[src/rtl/kstore_pkg.sv]
package kstore_pkg;

    localparam int COEF_W      = 9;
    localparam int TAPS        = 32;
    localparam int PER_WORD    = 3;
    localparam int WORD_W      = 32;
    localparam int UNIQUE      = TAPS / 2;
    localparam int HALF_WORDS  = (UNIQUE + PER_WORD - 1) / PER_WORD;
    localparam int TOTAL_WORDS = 2 * HALF_WORDS - 1;
    localparam int TAP_W       = $clog2(TAPS);
    localparam int WADDR_W     = $clog2(TOTAL_WORDS);
    localparam int LANE_W      = $clog2(PER_WORD);
    localparam int USED_W      = PER_WORD * COEF_W;

    typedef logic signed [COEF_W-1:0] coef_t;
    typedef logic [WORD_W-1:0]        word_t;

    typedef struct packed {
        logic [WADDR_W-1:0] word;
        logic [LANE_W-1:0]  lane;
    } slot_t;

    typedef struct packed {
        logic                en;
        logic [WADDR_W-1:0]  word;
        logic [PER_WORD-1:0] lane_mask;
        coef_t               val;
    } wr_t;

    // Tap to storage slot: the lower half (plus the duplicated centre tap)
    // runs forward; the upper half counts down from the last word.
    function automatic slot_t tap_slot(input logic [TAP_W-1:0] tap);
        int    t;
        int    k;
        slot_t s;
        t = int'(tap);
        if (t <= UNIQUE) begin
            s.word = WADDR_W'(t / PER_WORD);
            s.lane = LANE_W'(t % PER_WORD);
        end else begin
            k      = TAPS - 1 - t;
            s.word = WADDR_W'(TOTAL_WORDS - 1 - k / PER_WORD);
            s.lane = LANE_W'(k % PER_WORD);
        end
        return s;
    endfunction

    function automatic logic [WADDR_W-1:0] mirror_of(input logic [WADDR_W-1:0] w);
        return WADDR_W'(TOTAL_WORDS - 1) - w;
    endfunction

    function automatic coef_t lane_get(input word_t w, input logic [LANE_W-1:0] lane);
        coef_t r;
        r = '0;
        for (int j = 0; j < PER_WORD; j++) begin
            if (LANE_W'(j) == lane) r = w[j*COEF_W +: COEF_W];
        end
        return r;
    endfunction

endpackage

[src/rtl/kstore_loader.sv]
module kstore_loader
    import kstore_pkg::*;
#(
    parameter int IN_W = 12
) (
    input  logic            clk,
    input  logic            rst,
    input  logic            load_valid,
    input  logic [IN_W-1:0] load_coef,
    output wr_t             wr,
    output logic            done
);

    localparam logic [WADDR_W-1:0] LAST_WORD = WADDR_W'(HALF_WORDS - 1);
    localparam logic [LANE_W-1:0]  LAST_LANE = LANE_W'((UNIQUE - 1) % PER_WORD);
    localparam logic [LANE_W-1:0]  TOP_LANE  = LANE_W'(PER_WORD - 1);

    logic [WADDR_W-1:0] word_q;
    logic [LANE_W-1:0]  lane_q;
    logic               last;

    assign last = (word_q == LAST_WORD) && (lane_q == LAST_LANE);

    always_comb begin
        wr.en        = load_valid;
        wr.word      = word_q;
        wr.val       = coef_t'(load_coef[COEF_W-1:0]);
        wr.lane_mask = '0;
        for (int j = 0; j < PER_WORD; j++) begin
            if (LANE_W'(j) == lane_q) wr.lane_mask[j] = 1'b1;
            // centre coefficient also fills the following slot
            if (last && (LANE_W'(j) == lane_q + 1'b1)) wr.lane_mask[j] = 1'b1;
        end
    end

    always_ff @(posedge clk) begin
        if (rst) begin
            word_q <= '0;
            lane_q <= '0;
            done   <= 1'b0;
        end else begin
            done <= load_valid && last;
            if (load_valid) begin
                if (last) begin
                    word_q <= '0;
                    lane_q <= '0;
                end else if (lane_q == TOP_LANE) begin
                    word_q <= word_q + 1'b1;
                    lane_q <= '0;
                end else begin
                    lane_q <= lane_q + 1'b1;
                end
            end
        end
    end

endmodule

[src/rtl/kstore_bank.sv]
module kstore_bank
    import kstore_pkg::*;
(
    input  logic                               clk,
    input  logic                               rst,
    input  wr_t                                wr,
    input  logic [WADDR_W-1:0]                 rd_word,
    output word_t                              rd_data,
    input  slot_t                              tap_at,
    output coef_t                              tap_val,
    output logic [TOTAL_WORDS-1:0][WORD_W-1:0] image
);

    localparam logic [WADDR_W-1:0] MIRROR_LIMIT = WADDR_W'(HALF_WORDS - 1);
    localparam logic [WADDR_W-1:0] WORD_COUNT   = WADDR_W'(TOTAL_WORDS);

    logic [TOTAL_WORDS-1:0][WORD_W-1:0] image_q;

    always_ff @(posedge clk) begin
        if (rst) begin
            image_q <= '0;
        end else if (wr.en) begin
            for (int j = 0; j < PER_WORD; j++) begin
                if (wr.lane_mask[j]) begin
                    image_q[wr.word][j*COEF_W +: COEF_W] <= wr.val;
                    if (wr.word < MIRROR_LIMIT)
                        image_q[mirror_of(wr.word)][j*COEF_W +: COEF_W] <= wr.val;
                end
            end
        end
    end

    always_ff @(posedge clk) begin
        if (rst) rd_data <= '0;
        else     rd_data <= (rd_word < WORD_COUNT) ? image_q[rd_word] : '0;
    end

    assign tap_val = lane_get(image_q[tap_at.word], tap_at.lane);
    assign image   = image_q;

endmodule

[src/rtl/kstore_tap_port.sv]
module kstore_tap_port
    import kstore_pkg::*;
(
    input  logic             clk,
    input  logic             rst,
    input  logic [TAP_W-1:0] tap_idx,
    output slot_t            slot,
    input  coef_t            lane_val,
    output coef_t            tap_coef
);

    assign slot = tap_slot(tap_idx);

    always_ff @(posedge clk) begin
        if (rst) tap_coef <= '0;
        else     tap_coef <= lane_val;
    end

endmodule

[src/rtl/kernel_store.sv]
module kernel_store
    import kstore_pkg::*;
#(
    parameter int IN_W = 12
) (
    input  logic                     clk,
    input  logic                     rst,
    input  logic                     load_valid,
    input  logic [IN_W-1:0]          load_coef,
    output logic                     load_done,
    input  logic [TAP_W-1:0]         tap_idx,
    output logic signed [COEF_W-1:0] tap_coef,
    input  logic [WADDR_W-1:0]       word_idx,
    output logic [WORD_W-1:0]        word_data
);

    wr_t                                wr;
    slot_t                              slot;
    coef_t                              lane_val;
    coef_t                              tap_q;
    logic [TOTAL_WORDS-1:0][WORD_W-1:0] image;

    kstore_loader #(.IN_W(IN_W)) u_loader (
        .clk        (clk),
        .rst        (rst),
        .load_valid (load_valid),
        .load_coef  (load_coef),
        .wr         (wr),
        .done       (load_done)
    );

    kstore_bank u_bank (
        .clk     (clk),
        .rst     (rst),
        .wr      (wr),
        .rd_word (word_idx),
        .rd_data (word_data),
        .tap_at  (slot),
        .tap_val (lane_val),
        .image   (image)
    );

    kstore_tap_port u_tap (
        .clk      (clk),
        .rst      (rst),
        .tap_idx  (tap_idx),
        .slot     (slot),
        .lane_val (lane_val),
        .tap_coef (tap_q)
    );

    assign tap_coef = tap_q;

endmodule

[config.mk]
export PLATFORM = sky130hd
export DESIGN_NAME = kernel_store
export DESIGN_NICKNAME = d
export VERILOG_FILES = /design/src/rtl/kstore_pkg.sv /design/src/rtl/kstore_loader.sv /design/src/rtl/kstore_bank.sv /design/src/rtl/kstore_tap_port.sv /design/src/rtl/kernel_store.sv
export SDC_FILE = /design/constraint.sdc
export NUM_CORES = 1
export LEC_CHECK = 0
export BUFFER_PORTS_ARGS = -buffer_cell sky130_fd_sc_hd__buf_2
export CAP_MARGIN = 30
export CELL_PAD_IN_SITES_DETAIL_PLACEMENT = 0
export CELL_PAD_IN_SITES_GLOBAL_PLACEMENT = 1
export CORE_MARGIN = 3
export CORE_UTILIZATION = 50
export DETAILED_ROUTE_END_ITERATION = 10
export PLACE_DENSITY_LB_ADDON = 0.1
export SLEW_MARGIN = 20
export SYNTH_ARGS = -nofsm -noshare
export SYNTH_HDL_FRONTEND = slang
export SYNTH_SLANG_ARGS = --single-unit
[constraint.sdc]
create_clock -name clk -period 5.6 [get_ports clk]
set_clock_uncertainty 0.1 [all_clocks]
set_input_delay 0 -clock clk [delete_from_list [all_inputs] [get_ports clk]]
set_output_delay 0 -clock clk [all_outputs]
set_load 0.02 [all_outputs]
==> metrics.log, run 1 <==
INFO  metric drc = 0
INFO  metric avgViaCountPerCell = 6.111
INFO  metric worst_setup_path_start_kind = input port
INFO  metric worstReg2RegStart = u_loader.word_q[0]
INFO  metric die_h = 195.1 um
INFO  metric cts.path.max_buffers = 3
INFO  metric hpwl = 35.28 mm
INFO  metric cts_max_level = 2
INFO  metric totalWireLength = 54.75 mm
INFO  metric timing.final.max_slew_violations = 0
INFO  metric synth_mux_area_share = 35.87%
INFO  metric pin_count = 66
INFO  metric leak_pwr = 7.863 nW
INFO  metric area_delta_synth_final = 10.20%
INFO  metric worst-endpoint-required = 5.90 ns
INFO  metric cp_num_buf_inv = 3
INFO  metric number_of_buffer_cells_added_on_primary_ports = 57
INFO  metric drive_gt1_share = 17.01%
INFO  metric ys_dominant_reg_cell = dfxtp_1
INFO  metric finalHoldWorstSlack = 0.01265 ns
INFO  metric yosys.cell_count.top_type = mux2i_1
INFO  metric tritoncts.num_buffers = 38
INFO  metric setup_violations = 0
INFO  metric synth_cells = 1787
INFO  metric achievable_freq = 236.1 MHz
INFO  metric combinational_family_with_the_most_area_after_synthesis = multiplexers
INFO  metric max_cap_violations = 0
INFO  metric finalNetCount = 1802
INFO  metric clkLatencyLatePin = 0.53 ns
INFO  metric start_util = 51.23%
INFO  metric tightest_pin_transition = 1.009 ns
INFO  metric grt_setup_unrepaired = no
INFO  metric synth_area_leader_cell = dfxtp_1
INFO  metric seq_area_frac_synth = 38.08%
INFO  metric clkTransAtPathRegs = 0.06 ns
INFO  metric tritoncts = yes
INFO  metric synth.cell_area = 17870 um2
INFO  metric cp.arrival = 4.54 ns
INFO  metric synth_cell_types = 73
INFO  metric leading_cell_types_by_total_area_after_synthesis = dfxtp_1 (38%), mux2i_1 (21%), mux4_2 (14%)
INFO  metric ys_ff_latch = 340
INFO  metric post_synth_fa_ha_maj_area_fraction = 0.8401%
INFO  metric cts_root_cell = clkbuf_16
INFO  metric cp_common_cell = ha_1
INFO  metric antenna_found_initial = 2
INFO  metric placement_rows = 68
INFO  metric cts.repair.resized = 0
INFO  metric post-synth-top-area-fraction = 38.08%
INFO  metric final-seq-area = 6807 um2
INFO  metric core_region_area = 34880 um2
INFO  metric grt_first_pass_wirelength = 83.23 mm
INFO  metric slew_headroom = 32.63%
INFO  metric placement.setup.worst_slack = 0.8880 ns
INFO  metric critPathMaxStageDelay = 0.36 ns
INFO  metric final_period_utilization = 75.65%
INFO  metric synth_compound_gate_area_share = 7.218%
INFO  metric setup_slack = 1.364 ns
INFO  metric worstHoldStart = load_coef[0]
INFO  metric report.final.hold_viol_count = 0
INFO  metric power_density_cells = 287.3 nW/um2
INFO  metric synth-edff-count = 0
INFO  metric first_global_vias = 13170
INFO  metric cp_slowest_cell = ha_1
INFO  metric grt_remaining_overflow = 0
INFO  metric drt.antenna.violating_nets = 0
INFO  metric multiInputGateArea = 10280 um2
INFO  metric post_synth_most_frequent_cells = mux2i_1 (367), dfxtp_1 (340), nor2_1 (338)
INFO  metric first_iter_violations = 1225
INFO  metric post_layout_nonfiller_instances = 2249
INFO  metric critical_path_capture_point_type = flip-flop
INFO  metric dpl.cell_count = 2178
INFO  metric wire_per_inst = 24.34 um
INFO  metric critical_path.startpoint = tap_idx[4]
INFO  metric synth_xor_xnor_area_share = 0.2870%
INFO  metric maximum_number_of_pins_on_one_net_before_global_route_repair = 143
INFO  metric cells_along_the_critical_path = buf_2, inv_1, ha_1, nor4b_1, nor2_1, o21ai_0, ha_1, a221oi_1, a211oi_1, o32a_1, nand2_1, ha_1, nand2b_1, o31ai_1, or2_2, buf_4, mux4_2, a22oi_1, o21ai_0, o2bb2ai_1
INFO  metric timing.reg2reg.setup_slack = 2.47 ns
INFO  metric worst_hold_path_type = input port to flip-flop
INFO  metric tns_setup = 0 ns
INFO  metric layout_min_cycle_time = 4.236 ns
INFO  metric warning_count_from_the_yosys_run = 0
INFO  metric status = finished clean
INFO  metric vias_after_detailed_routing = 13740
INFO  metric fillers = 3140
INFO  metric timing.critical_path.fanout_max = 21
INFO  metric worstSetupPathType = input port to flip-flop
INFO  metric cts.sinks = 340
INFO  metric ir_worst_vdd = 0.0002446 V
INFO  metric crit_family = compound AO/OA/AOI/OAI gates
INFO  metric grt_use_total = 28.26%
INFO  metric synth_async_sr_flop_share = 0%
INFO  metric synth-simple-area-share = 13.01%
INFO  metric post_cts_buffers = 0
INFO  metric gp_congestion = 0.8763
INFO  metric syn-mean-instance-area = 10.00 um2
INFO  metric dr.pass1.iters = 6
INFO  metric die_area = 38050 um2
INFO  metric fp.dieW = 195.1 um
[flip-flops by register name (all words and copies together), names as in the netlist]
register	cells
u_loader.word_q	4
u_loader.done	1
u_bank.image	297
u_tap.tap_coef	9
u_loader.lane_q	2
u_bank.rd_data	27
[repair_timing]
item                                    in CTS  in global routing
hold buffers                                 2                  0
endpoints found under the hold margin      138                  0
endpoints found under the setup margin       0                  0
[kinds of logic (layout without fill, tap and decap cells)]
| kind of cell | Yosys count | count (layout) |
|---|---|---|
| flops | 340 | 340 |
| compound gates | 190 | 190 |
| other cells | 1 | 6 |
| xor+xnor | 5 | 5 |
| fa+ha+maj | 12 | 12 |
| mux | 497 | 497 |
| buf+inv | 199 | 201 |
| simple gates | 543 | 543 |
[stage by stage]
step / area [um2] / total power [mW] / utilization, %
6_report: 19700 / 5.659 / 56.46
5_1_grt: 19690 / 5.842 / 56.45
4_1_cts: 19680 / 5.698 / 56.41
3_5_place_dp: 18420 / 3.227 / 52.81
3_3_place_gp: 18400 / 3.221 / 52.75
2_1_floorplan: 17890 / 3.005 / -
[layout by cell type, fill, tap and decap left out, types with 11 or more instances in the layout]
cell / n
clkbuf_8: 11
mux4_2: 113
and2_1: 35
buf_4: 34
o22ai_1: 29
nor2_1: 334
nand3_1: 13
ha_1: 12
a211oi_1: 11
mux2_2: 17
o21ai_0: 39
nand2_1: 90
a21oi_1: 32
dfxtp_1: 340
inv_1: 37
nor2b_1: 14
mux2i_1: 367
clkbuf_16: 39
buf_2: 54
nand2b_1: 17
[per-layer routing]
| layer | wire length, um | up-vias | track usage, % |
|---|---|---|---|
| li1 | - | 6303 | - |
| met3 | 4391 | 92 | 5.642 |
| met2 | 24490 | 545 | 43.17 |
| met1 | 24310 | 6801 | 41.20 |
| met4 | 1539 | 2 | 7.552 |
| met5 | 13 | - | 0 |
[final cells by class]
class                           instances  area share [%]
Sequential cell                       340           34.56
Clock buffer                           59           5.895
Antenna cell                            1         0.01271
Inverter                               38          0.7242
Clock inverter                          8          0.3748
Timing Repair Buffer                   96           3.329
Tap cell                              455           2.891
Multi-Input combinational cell       1252           52.21
[report_power, final]
group          switching (mW)  total (mW)  internal [mW]
logic                   0.480       0.726          0.246
registers              0.0154        2.45           2.44
clock network            1.01        2.48           1.47
[tightest hold or removal path: cells and delay by family]
kind | cells | cell delay (ns)
buffers and inverters | 1 | 0.32
muxes | 1 | 0.22
and+or+nand+nor | 1 | 0.05
[final timing paths]
kind	endpoint	cells after the start
max	u_tap.tap_coef[3]	20
min	u_bank.image[96]	3
max reg2reg	u_bank.image[218]	9
min reg2reg	u_bank.image[196]	2
No activity file was read; power rests on OpenSTA's default activity.
==> run 2, diff against run 1 <==
==> constraint.sdc (replaced) <==
create_clock -name clk -period 4.2 [get_ports clk]
set_clock_uncertainty 0.1 [all_clocks]
set_input_delay 0 -clock clk [delete_from_list [all_inputs] [get_ports clk]]
set_output_delay 0 -clock clk [all_outputs]
set_load 0.02 [all_outputs]
==> run 2 against run 1 <==
  * Via count is 2.5% higher
  * Critical path depth is 1 higher
  * Non-clock buffer count is 55 higher
  * Global-route usage is 1.1 points higher
  * Clock power is 35% higher
  * Largest power group unchanged
  * Count of clock-buffer cells in the layout is 1 lower
  * Power is 36% higher
  * Worst hold slack better by 0.024 ns
  * Sequential power is 33% higher
  * Highest routed layer is now met4
  * Combinational power is 46% higher
  * Core utilization is 1.5 points higher
  * Die area stayed put
==> metrics.log, run 2 (synthesized netlist as in run 1, its figures left out) <==
INFO  metric critical_path_capture_point_type = flip-flop
INFO  metric cp.arrival = 4.13 ns
INFO  metric placement_rows = 68
INFO  metric cp_slowest_cell = mux4_2
INFO  metric status = finished clean
INFO  metric worst_setup_path_start_kind = input port
INFO  metric grt_first_pass_wirelength = 86.48 mm
INFO  metric timing.critical_path.fanout_max = 8
INFO  metric first_iter_violations = 1350
INFO  metric cells_along_the_critical_path = buf_2, inv_1, ha_1, nor4b_2, nor2_1, o21ai_0, ha_1, a221oi_1, a211oi_1, o32a_1, nand2_1, ha_1, nand2b_1, o31ai_1, buf_4, nor2_4, buf_4, mux4_2, a22oi_1, o21ai_0, o2bb2ai_1
INFO  metric setup_violations = 0
INFO  metric avgViaCountPerCell = 6.114
INFO  metric final_cell_mix = mux2i_1 (367), dfxtp_1 (340), nor2_1 (335)
INFO  metric holdPathStages = 3
INFO  metric worstSetupPathType = input port to flip-flop
INFO  metric totalWireLength = 56.96 mm
INFO  metric die_h = 195.1 um
INFO  metric worstRegToRegCells = 7
INFO  metric cp_common_cell = ha_1
INFO  metric crit_family = compound AO/OA/AOI/OAI gates
INFO  metric core_region_area = 34880 um2
INFO  metric die_area = 38050 um2
INFO  metric grt_use_total = 29.36%
INFO  metric drive_gt1_share = 19.32%
INFO  metric report.final.hold_viol_count = 0
INFO  metric cts.sinks = 340
INFO  metric maximum_number_of_pins_on_one_net_before_global_route_repair = 159
INFO  metric grt_setup_unrepaired = no
INFO  metric critPathMaxStageDelay = 0.58 ns
INFO  metric antenna_found_initial = 0
INFO  metric cts.repair.resized = 0
INFO  metric utilization = 57.92%
INFO  metric achievable_freq = 261.1 MHz
INFO  metric hpwl = 37.16 mm
INFO  metric worst-endpoint-required = 4.50 ns
INFO  metric clkTransAtPathRegs = 0.06 ns
INFO  metric cts.path.max_buffers = 3
INFO  metric first_global_vias = 13410
INFO  metric placement.setup.worst_slack = -0.1400 ns
INFO  metric worst_hold_path_type = input port to flip-flop
INFO  metric timing.final.max_slew_violations = 0
INFO  metric antennaDiodeCount = 0
INFO  metric wire_per_inst = 24.73 um
INFO  metric cp_num_buf_inv = 4
INFO  metric finalNetCount = 1859
INFO  metric layout_min_cycle_time = 3.831 ns
INFO  metric setup_slack = 0.3694 ns
INFO  metric post_cts_buffers = 0
INFO  metric start_util = 51.23%
INFO  metric area_delta_synth_final = 13.05%
INFO  metric max_cap_violations = 0
INFO  metric fp.dieW = 195.1 um
INFO  metric cts_root_cell = clkbuf_16
INFO  metric largest_register_ff_count = 297
INFO  metric vias_after_detailed_routing = 14080
INFO  metric final_period_utilization = 91.21%
INFO  metric drc = 0
INFO  metric tns_setup = 0 ns
INFO  metric cts_max_level = 2
INFO  metric dpl.cell_count = 2231
INFO  metric fillers = 3096
INFO  metric pin_count = 66
INFO  metric post_layout_nonfiller_instances = 2303
INFO  metric crit_cells = 21
INFO  metric layout.cells.most_common = mux2i_1
INFO  metric tightest_pin_transition = 1.116 ns
INFO  metric grt_remaining_overflow = 0
INFO  metric drt.antenna.violating_nets = 0
INFO  metric slew_headroom = 25.61%
INFO  metric gp_congestion = 0.8775
INFO  metric post_route_total_power = 7.694 mW
INFO  metric power_density_cells = 380.8 nW/um2
INFO  metric tritoncts = yes
INFO  metric tritoncts.num_buffers = 40
INFO  metric ir_worst_vdd = 0.0003551 V
INFO  metric leak_pwr = 8.163 nW
INFO  metric number_of_buffer_cells_added_on_primary_ports = 57
INFO  metric dr.pass1.iters = 5
INFO  metric clkLatencyLatePin = 0.57 ns
## run 2: changes by cell type in the layout (fill, tap and decap cells not counted), sizes merged
cell,change
buf,+52
bufinv,-1
clkbuf,-1
clkinv,+2
clkinvlp,-1
diode,-1
dlygate4sd3,+3
inv,+1
## run 2: final timing paths
kind | from | to | slack [ns]
setup / recovery | tap_idx[4] | u_tap.tap_coef[6] | 0.37
hold / removal | load_coef[3] | u_bank.image[149] | 0.04
setup reg to reg | u_loader.word_q[1] | u_bank.image[83] | 1.19
hold reg to reg | u_bank.image[69] | u_bank.image[69] | 0.41
## run 2: layer usage
metal / part of all wire [%] / global-route usage [%] / wire length (um)
met2: 44 / 43.78 / 24810
met4: 2.1 / 6.734 / 1196
met5: 0 / 0 / 0
met3: 8.0 / 5.625 / 4563
met1: 46 / 44.28 / 26390
## run 2: area by class of cell
| type | count | area [um2] | share of cell area (%) |
|---|---|---|---|
| inverter | 38 | 142.6 | 0.7060 |
| timing repair buffer | 151 | 1156 | 5.722 |
| sequential | 340 | 6807 | 33.69 |
| multi-input combinational | 1252 | 10280 | 50.89 |
| clock inverter | 9 | 77.57 | 0.3839 |
| tap | 455 | 569.3 | 2.818 |
| clock buffer | 58 | 1170 | 5.790 |
## run 2: worst register-to-register path: cells and delay by family, from the launching register on
kind | cells | cell delay [ns]
DFF | 1 | 0.40
muxes | 1 | 0.28
AOI/OAI and AO/OA | 1 | 0.28
and+or+nand+nor | 3 | 1.29
adders and majority gates | 1 | 0.39
buffers and inverters | 1 | 0.15
## run 2: power by group
| group | switching (mW) | internal [mW] |
|---|---|---|
| logic | 0.652 | 0.412 |
| registers | 0.0216 | 3.25 |
| clock network | 1.42 | 1.94 |
## run 2: what timing repair did
item                                    in CTS  in global routing
endpoints found under the hold margin      149                  0
endpoints found under the setup margin       0                  0
hold buffers                                 5                  0
## run 2: per-stage QoR
step / instance area [um2] / hold slack (ns)
floorplan: 17890 / 0.1127
global placement: 18910 / 0.2378
detailed placement: 18910 / 0.2545
CTS: 20200 / 0.007949
global route: 20200 / 0.04765
finish: 20200 / 0.03697
==> run 3, diff against run 2 <==
==> constraint.sdc (replaced) <==
create_clock -name clk -period 4.2 [get_ports clk]
set_clock_uncertainty 0.1 [all_clocks]
set_input_delay 0.21 -clock clk [delete_from_list [all_inputs] [get_ports clk]]
set_output_delay 0.21 -clock clk [all_outputs]
set_load 0.02 [all_outputs]
==> run 3 against run 2 <==
  * Routed wire length decreased by 0.72%
  * Core utilization is 0.88 points higher
  * Design area is 1.5% higher
  * Largest cell class unchanged
  * Global-route usage decreased by 0.081 points
  * Clock power increased by 6.5%
  * First-iteration DRC count is 9.9% higher
  * Critical endpoint is now u_tap.tap_coef[4]
  * Sequential share of layout area decreased by 0.50 points
==> metrics.log, run 3 (synthesized netlist as in run 1, its figures left out) <==
INFO  metric core_region_area = 34880 um2
INFO  metric first_global_vias = 13500
INFO  metric tritoncts.num_buffers = 40
INFO  metric worstRegToRegCells = 7
INFO  metric layout_min_cycle_time = 3.977 ns
INFO  metric critical_path_capture_point_type = flip-flop
INFO  metric drt.antenna.violating_nets = 0
INFO  metric final_cell_mix = mux2i_1 (367), dfxtp_1 (340), nor2_1 (335)
INFO  metric timing.critical_path.fanout_max = 4
INFO  metric start_util = 51.23%
INFO  metric tightest_pin_transition = 1.014 ns
INFO  metric cp.arrival = 4.27 ns
INFO  metric power_density_cells = 389.2 nW/um2
INFO  metric antennaDiodeCount = 0
INFO  metric power_frac_comb = 14.2%
INFO  metric cts.path.max_buffers = 3
INFO  metric grt_remaining_overflow = 0
INFO  metric finalHoldWorstSlack = 0.01801 ns
INFO  metric final_period_utilization = 94.70%
INFO  metric finalNetCount = 1878
INFO  metric holdPathStages = 2
INFO  metric totalWireLength = 56.55 mm
INFO  metric achievable_freq = 251.4 MHz
INFO  metric total_switching_power = 2.116 mW
INFO  metric placement_rows = 68
INFO  metric antenna_found_initial = 1
INFO  metric status = finished clean
INFO  metric worstSetupPathType = input port to flip-flop
INFO  metric first_iter_violations = 1484
INFO  metric ir_worst_vdd = 0.0005046 V
INFO  metric placed_area = 19080 um2
INFO  metric power.internal = 5.867 mW
INFO  metric seq_power_share = 41.0%
INFO  metric gp_congestion = 0.8970
INFO  metric cts.sinks = 340
INFO  metric grt_use_total = 29.28%
INFO  metric worst_hold_path.endpoint = u_bank.image[71]
INFO  metric fillers = 3065
INFO  metric largest_register_ff_count = 297
INFO  metric pin_count = 66
INFO  metric max_cap_violations = 0
INFO  metric die_area = 38050 um2
INFO  metric tritoncts = yes
INFO  metric setup_violations = 0
INFO  metric clkTransAtPathRegs = 0.06 ns
INFO  metric p_clk_share = 44.8%
INFO  metric timing.rr.end = u_bank.image[87]
INFO  metric slew_headroom = 32.30%
INFO  metric timing.reg2reg.setup_slack = 1.05 ns
INFO  metric grt_first_pass_wirelength = 86.11 mm
INFO  metric vias_after_detailed_routing = 14200
INFO  metric worstHoldStart = rst
INFO  metric leak_pwr = 8.323 nW
INFO  metric maximum_number_of_pins_on_one_net_before_global_route_repair = 217
INFO  metric number_of_buffer_cells_added_on_primary_ports = 57
INFO  metric cts_max_level = 2
INFO  metric area_delta_synth_final = 14.76%
INFO  metric die_h = 195.1 um
INFO  metric hpwl = 37.71 mm
INFO  metric report.final.hold_viol_count = 0
INFO  metric cts_root_cell = clkbuf_16
INFO  metric dr.pass1.iters = 5
INFO  metric drive_gt1_share = 20.77%
INFO  metric finalInstanceArea = 20510 um2
INFO  metric utilization = 58.79%
INFO  metric timing.final.max_slew_violations = 0
INFO  metric worstReg2RegStart = u_loader.word_q[1]
INFO  metric post_route_total_power = 7.983 mW
INFO  metric worst_setup_path_start_kind = input port
INFO  metric fp.dieW = 195.1 um
INFO  metric tns_setup = 0 ns
INFO  metric p_sw_share = 26.51%
INFO  metric clkLatencyLatePin = 0.56 ns
INFO  metric layout.cells.most_common = mux2i_1
INFO  metric worst-endpoint-required = 4.49 ns
INFO  metric worst_hold_path_type = input port to flip-flop
INFO  metric drc = 0
INFO  metric wire_per_inst = 24.29 um
INFO  metric avgViaCountPerCell = 6.101
[run 3: changes by cell type in the layout (fill, tap and decap cells not counted), sizes merged]
cell         previous run  this run
buf                   146       169
bufinv                  0         5
clkinv                  6        11
clkbuf                 58        54
dlygate4sd3             5         1
[run 3: final cells by class]
type	instances	area [um2]	area share [%]
clock buffer	54	1094	5.332
clock inverter	19	247.7	1.208
inverter	38	142.6	0.6955
multi-input combinational	1252	10330	50.38
sequential	340	6807	33.19
tap	455	569.3	2.776
timing repair buffer	170	1318	6.424
[run 3: worst max-delay path, stage by stage]
cell      delay [ns]
buf_2           0.09
inv_1           0.05
ha_1            0.35
buf_4           0.17
or3b_1          0.37
a221oi_1        0.49
a211oi_2        0.09
o32a_1          0.20
nand2_1         0.08
ha_1            0.21
nand2b_1        0.14
o31ai_1         0.14
or2_4           0.24
buf_4           0.11
mux4_2          0.47
mux2_2          0.30
a222oi_1        0.28
nand2b_1        0.16
o221ai_1        0.11
[run 3: metrics by stage]
step                      instances  setup WS [ns]
after floorplan                1791       -0.06867
after global placement         2248        -0.3145
after detailed placement       2248        -0.4205
after CTS                      2322         0.1469
after global routing           2328       -0.07034
final                          2328         0.2227
[run 3: power by group through the flow]
| stage | clock [mW] | combinational, mW | sequential [mW] |
|---|---|---|---|
| 2_1_floorplan | 0 | 0.681 | 3.34 |
| 3_3_place_gp | 0 | 1.10 | 3.34 |
| 3_5_place_dp | 0 | 1.10 | 3.34 |
| 4_1_cts | 3.62 | 1.11 | 3.27 |
| 5_1_grt | 3.76 | 1.20 | 3.27 |
| 6_report | 3.58 | 1.13 | 3.27 |
[run 3: layer usage]
layer | part of all wire [%] | vias up | wire [um] | GRT usage, %
li1 | - | 6449 | - | -
met1 | 45 | 7053 | 25620 | 43.75
met2 | 44 | 617 | 24840 | 43.65
met3 | 8.4 | 83 | 4731 | 5.072
met4 | 2.4 | 0 | 1357 | 8.608
met5 | 0 | - | 0 | 0
[run 3: repair_timing]
| action | in CTS | in global routing |
|---|---|---|
| resized for setup | 0 | 9 |
| setup buffers | 0 | 5 |
| hold buffers | 1 | 0 |
| setup endpoints to repair | 0 | 8 |
| endpoints found under the hold margin | 2 | 0 |
[run 3: worst max-delay path by stage]
stage,from,endpoint,slack [ns],cells after the start
floorplan,tap_idx[4],u_tap.tap_coef[5],-0.07,22
global placement,tap_idx[4],u_tap.tap_coef[6],-0.31,21
detailed placement,tap_idx[4],u_tap.tap_coef[6],-0.42,21
CTS,tap_idx[4],u_tap.tap_coef[6],0.15,21
global route,tap_idx[4],u_tap.tap_coef[1],-0.07,20
finish,tap_idx[4],u_tap.tap_coef[4],0.22,19
